**src/rtl/spi_slave_port.sv**
```systemverilog
module spi_slave_port #(
  parameter int W  = 8,
  parameter int AW = 2
) (
  input  logic          clk,
  input  logic          rst_n,
  input  logic          reg_rd,
  input  logic          reg_wr,
  input  logic [AW-1:0] reg_addr,
  input  logic [W-1:0]  reg_wdata,
  output logic [W-1:0]  reg_rdata,
  input  logic          irq_mask,
  output logic          irq,
  input  logic          sck,
  input  logic          ss_n,
  input  logic          mosi,
  output logic          miso,
  output logic          miso_oe
);
  localparam int CW = $clog2(W);
  localparam logic [AW-1:0] A_CTRL = AW'(0);
  localparam logic [AW-1:0] A_STAT = AW'(1);
  localparam logic [AW-1:0] A_DATA = AW'(2);

  logic [1:0] sck_q, ss_q, mosi_q;
  logic sck_d;
  logic en, cpol, cpha, irq_en;
  logic done, ovr, wcol, seen;
  logic [W-1:0] sr, rxbuf;
  logic [CW-1:0] cnt;
  logic samp;

  always_ff @(posedge clk or negedge rst_n)
    if (!rst_n) begin
      sck_q <= '0; ss_q <= '1; mosi_q <= '0; sck_d <= 1'b0;
    end else begin
      sck_q  <= {sck_q[0], sck};
      ss_q   <= {ss_q[0], ss_n};
      mosi_q <= {mosi_q[0], mosi};
      sck_d  <= sck_q[1];
    end

  wire sck_s  = sck_q[1];
  wire ss_s   = ss_q[1];
  wire mosi_s = mosi_q[1];
  wire active = en & ~ss_s;
  wire rise   = sck_s & ~sck_d;
  wire fall   = ~sck_s & sck_d;
  wire lead   = cpol ? fall : rise;
  wire trail  = cpol ? rise : fall;
  wire smp_e  = active & (cpha ? trail : lead);
  wire sft_e  = active & (cpha ? lead : trail) & (cnt != '0);
  wire last   = smp_e & (cnt == CW'(W-1));
  wire [W-1:0] rx_word = {sr[W-2:0], mosi_s};

  wire ctl_wr  = reg_wr & (reg_addr == A_CTRL);
  wire st_rd   = reg_rd & (reg_addr == A_STAT);
  wire dat_rd  = reg_rd & (reg_addr == A_DATA);
  wire dat_wr  = reg_wr & (reg_addr == A_DATA);
  wire clr     = (dat_rd | dat_wr) & seen;
  wire blocked = dat_wr & done & ~seen;
  wire coll    = dat_wr & ~blocked & ~cpha & active;
  wire load    = dat_wr & ~blocked & ~coll;

  always_ff @(posedge clk or negedge rst_n)
    if (!rst_n) begin
      en <= 1'b0; cpol <= 1'b0; cpha <= 1'b0; irq_en <= 1'b0;
    end else if (ctl_wr) begin
      en <= reg_wdata[0]; cpol <= reg_wdata[2];
      cpha <= reg_wdata[3]; irq_en <= reg_wdata[4];
    end

  always_ff @(posedge clk or negedge rst_n)
    if (!rst_n) begin
      sr <= '0; samp <= 1'b0; cnt <= '0;
    end else begin
      if (load) sr <= reg_wdata;
      else if (sft_e) sr <= {sr[W-2:0], samp};
      if (smp_e) samp <= mosi_s;
      if (!active) cnt <= '0;
      else if (smp_e) cnt <= last ? '0 : cnt + 1'b1;
    end

  logic done_nx, ovr_nx, wcol_nx, buf_ld;
  always_comb begin
    done_nx = done & ~clr;
    ovr_nx  = ovr & ~clr;
    wcol_nx = (wcol & ~clr) | coll;
    buf_ld  = 1'b0;
    if (last) begin
      if (done_nx) ovr_nx = 1'b1;
      else begin
        done_nx = 1'b1;
        buf_ld  = 1'b1;
      end
    end
  end

  always_ff @(posedge clk or negedge rst_n)
    if (!rst_n) begin
      done <= 1'b0; ovr <= 1'b0; wcol <= 1'b0; seen <= 1'b0; rxbuf <= '0;
    end else begin
      done <= done_nx; ovr <= ovr_nx; wcol <= wcol_nx;
      if (buf_ld) rxbuf <= rx_word;
      if (clr) seen <= 1'b0;
      else if (st_rd & (done | ovr | wcol)) seen <= 1'b1;
    end

  always_comb begin
    reg_rdata = '0;
    case (reg_addr)
      A_CTRL: begin
        reg_rdata[0] = en; reg_rdata[2] = cpol;
        reg_rdata[3] = cpha; reg_rdata[4] = irq_en;
      end
      A_STAT: begin
        reg_rdata[W-1] = done; reg_rdata[W-2] = wcol; reg_rdata[W-3] = ovr;
      end
      A_DATA: reg_rdata = rxbuf;
      default: reg_rdata = '0;
    endcase
  end

  assign irq     = done & irq_en & ~irq_mask;
  assign miso    = active & sr[W-1];
  assign miso_oe = active;

  a_r7_done_sticky: assert property (@(posedge clk) disable iff (!rst_n)
    (done && !dat_rd && !dat_wr) |=> done);
  a_r7_clear_path: assert property (@(posedge clk) disable iff (!rst_n)
    $fell(done) |-> $past(seen && (dat_rd || dat_wr)));
  a_r8_write_blocked: assert property (@(posedge clk) disable iff (!rst_n)
    (dat_wr && done && !seen && !sft_e) |=> $stable(sr));
  a_r9_buffer_kept: assert property (@(posedge clk) disable iff (!rst_n)
    (last && done && !clr) |=> ($stable(rxbuf) && ovr));
  a_r11_count_reset: assert property (@(posedge clk) disable iff (!rst_n)
    ss_s |=> (cnt == '0));
endmodule

```
**config.mk**
```make
export PLATFORM = sky130hd
export DESIGN_NAME = spi_slave_port
export DESIGN_NICKNAME = d
export VERILOG_FILES = /design/src/rtl/spi_slave_port.sv
export SDC_FILE = /design/constraint.sdc
export NUM_CORES = 1
export LEC_CHECK = 0
export BUFFER_PORTS_ARGS = -buffer_cell sky130_fd_sc_hd__buf_2
export CAP_MARGIN = 10
export CORE_MARGIN = 4
export CORE_UTILIZATION = 45
export DETAILED_ROUTE_END_ITERATION = 8
export GPL_ROUTABILITY_DRIVEN = 0
export GPL_TIMING_DRIVEN = 1
export PLACE_DENSITY = 0.72
export SLEW_MARGIN = 40
export SYNTH_ARGS = -nofsm -noshare
export SYNTH_HDL_FRONTEND = slang
export SYNTH_SLANG_ARGS = --single-unit
```
**constraint.sdc**
```tcl
create_clock -name clk -period 5.2 [get_ports clk]
set_input_delay 1.04 -clock clk [delete_from_list [all_inputs] [get_ports clk]]
set_output_delay 1.04 -clock clk [all_outputs]
set_load 0.01 [all_outputs]
```
==> summary.txt <==
Timing
  – Fmax: 326 MHz
  – Hold slack final: 349 ps
  – Final setup TNS: 0 ps
  – Fin crit period: 3070 ps
  – Final Hold Fails: 0
  – Final Max Slew Viols: 0
  – Worst slew margin: 63.0%
  – RSZ-0062 raised after global routing: false
  – Final setup viols: 0
  – Clock skew: 3.35 ps
  – Worst-Margin Slew: 555 ps
  – Tcrit/Tclk final: 59.0%

Hold path
  – HP Start: mosi_q[0]$_DFF_PN0_
  – HP Class: reg2reg
  – Hold path depth: 0

Floorplanning
  – FP Rows: 22
  – Die Width: 69.3 µm
  – Placeable core area: 3630 µm²
  – IO Pins: 29
  – Starting density of the core: 46.5%
  – Die footprint: 4800 µm²
  – Die height: 69.3 µm

Drt
  – TritonRoute pass-1 iters: 4
  – Post-Route WL: 3230 µm
  – Drc violations: 0
  – Vias: 1,115
  – DRT met1 WL: 1330 µm
  – Met3 WL: 268 µm
  – WL/cell: 15.4 µm
  – Met2 wire len: 1590 µm
  – Highest routed layer: met4
  – 1st-iter DRT viols: 67
  – Antenna Nets Post-Route: 0
  – Routed vias/inst: 5.31

CTS
  – CTS root buffer: clkbuf_8
  – CTS Buf Count: 5
  – CTS Sinks: 35
  – CTS Hold Buffers Added: 0
  – CTS H-tree lvls: 2
  – CTS tree: done
  – CTS clock-pin slew for the worst setup and hold paths: 70 ps
  – Maximum buffer depth of the clock tree: 2
  – Clk Latency, worst-skew pair: 290 ps
  – Post-CTS Resized: 0
  – Post-CTS setup-driven buffer insertion count: 0

Critical path
  – Worst R2R Start: ss_q[1]$_DFF_PN1_
  – CP Buf/Inv Count: 3
  – CP startpoint: reg_addr[0]
  – Critical Path End Type: output port
  – Register-to-Register Path Depth: 5
  – Critical Path Slowest Stage Cell: ha_1
  – Kind of critical path: in2out
  – CP dominant cell by count: buf_2
  – Crit path max fanout: 11
  – WP depth: 6
  – CP startpoint kind: primary input
  – Critical Path AT: 2030 ps
  – Largest stage delay on the critical path: 390 ps
  – Worst path cell trace: buf_2 > inv_1 > ha_1 > a22oi_1 > nor2b_1 > buf_2
  – Data required time of the critical path: 4160 ps
  – Crit path max-delay family: adder cells

GRT
  – Largest net degree at the start of global routing: 36
  – Grt ovf: 0
  – Vias in the first global route: 1,135
  – First-pass GRT wire length: 5510 µm
  – GRT Util Overall: 14.7%
  – Initial antenna violation count: 0

Place
  – DP HPWL: 2390 µm
  – Port Buffers: 28

Pwr
  – P_leak: 0.959 nW
  – IR drop worst, VDD: 0.194 mV
  – PwrDens: 371 nW/µm²

Yosys
  – Number of distinct library cells after synthesis: 32
  – Synthesized flop and latch total: 35
  – Post-Synthesis Cell Area: 1690 µm²
  – Syn Area/Cell: 13.3 µm²
  – Post-synthesis cell count: 127
  – YS warnings: 0
  – Syn nets: 151
  – Seq/Total Area, Yosys: 52.0%

Outcome
  – Status: completed

Job
  – Maxcap violations: 0

Layout
  – Area Growth Syn to Fin: 18.7%
  – Ant diodes: 0
  – Final Util: 55.2%
  – Share of cells above drive strength 1: 45.7%
  – Post-layout nets: 185
==> metal layers <==
| metal | vias up | GRT usage (%) |
|---|---|---|
| li1 | 528 | - |
| met1 | 541 | 17.8 |
| met2 | 39 | 23.3 |
| met3 | 7 | 6.09 |
| met4 | 0 | 5.86 |
| met5 | - | 0 |
==> through the flow <==
step	std cells	cell area (µm²)	power, mW	setup slack (ps)
floorplan	127	1690	0.454	2460
global placement	202	1890	0.489	2190
global route	210	2010	0.785	1970
finish	210	2010	0.744	2130
detailed placement	202	1890	0.500	2100
CTS	210	2000	0.752	2110
==> placed cells by master (no fill, tap or decap), types with 2 or more instances in the layout <==
master	netlist	final
nand2b_1	3	3
inv_1	9	9
nor2b_1	4	4
mux2i_1	5	5
o211ai_1	2	2
a22o_1	3	3
clkbuf_8	0	6
a22oi_1	3	3
buf_2	1	27
dfrtp_1	33	33
and2_1	2	2
ha_1	6	6
nor2_1	5	5
a21oi_1	3	3
mux2_2	26	26
dfstp_2	2	2
nand2_1	4	4
==> synth_stat cells, drive strengths merged <==
| cell | number | area share [%] |
|---|---|---|
| a21oi | 3 | 0.89 |
| a221oi | 1 | 1.6 |
| a22o | 4 | 2.1 |
| a22oi | 3 | 1.3 |
| a31o | 1 | 0.52 |
| a41oi | 1 | 0.52 |
| and2 | 2 | 0.74 |
| buf | 1 | 0.30 |
| dfrtp | 33 | 49 |
| dfstp | 2 | 3.1 |
| ha | 6 | 4.4 |
| inv | 10 | 2.2 |
| mux2 | 26 | 17 |
| mux2i | 6 | 4.3 |
| nand2 | 4 | 0.89 |
| nand2b | 4 | 1.6 |
| nand3 | 1 | 0.30 |
| nand3b | 1 | 0.44 |
| nor2 | 5 | 1.1 |
| nor2b | 4 | 1.5 |
| o2111ai | 2 | 2.4 |
| o211ai | 2 | 0.89 |
| o21ai | 1 | 0.30 |
| o311ai | 1 | 0.52 |
| o31ai | 1 | 0.44 |
| or2 | 1 | 0.37 |
| xor2 | 1 | 0.96 |
==> flip-flops by register name, indices dropped and copies added (netlist names), 2 cells and up <==
register,count
rxbuf,8
sr,8
cnt,3
mosi_q,2
sck_q,2
ss_q,2
==> cell type report <==
| class | count | area [µm²] |
|---|---|---|
| Multi-Input combinational cell | 81 | 769 |
| Tap cell | 48 | 60.1 |
| Clock buffer | 6 | 82.6 |
| Timing Repair Buffer | 28 | 143 |
| Inverter | 10 | 37.5 |
| Clock inverter | 2 | 35.0 |
| Sequential cell | 35 | 878 |
| Fill cell | 318 | 1630 |
==> worst register-to-register path, delay by kind of cell (launching register included) <==
| kind | cells | cell delay [ps] |
|---|---|---|
| AO/OA/AOI/OAI | 1 | 520 |
| buffers and inverters | 1 | 130 |
| flip-flops | 1 | 510 |
| multiplexers | 2 | 670 |
| AND/OR/NAND/NOR | 1 | 160 |
==> logic make-up (layout without fill, tap and decap cells) <==
family,count (synthesis),in the layout,synth area share (%)
compound gates,20,20,11.5
flops,35,35,52.0
fa+ha+maj,6,6,4.44
mux,32,32,21.6
xor+xnor,1,1,0.963
simple gates,22,22,6.96
buf+inv,11,46,2.52
==> where the power goes <==
| part | switching, mW | internal [mW] |
|---|---|---|
| sequential | 0.0351 | 0.318 |
| combinational | 0.0663 | 0.0738 |
| clock | 0.0955 | 0.155 |
==> worst paths after layout <==
check / to / slack (ps)
max: reg_rdata[5] / 2130
min: mosi_q[1]$_DFF_PN0_ / 350
max reg2reg: sr[1]$_DFFE_PN0P_ / 3100
min reg2reg: mosi_q[1]$_DFF_PN0_ / 350
max in group asynchronous: ss_q[1]$_DFF_PN1_ / 4180
min in group asynchronous: sck_q[1]$_DFF_PN0_ / 690
Note: power is estimated with default switching activity, not from simulation.
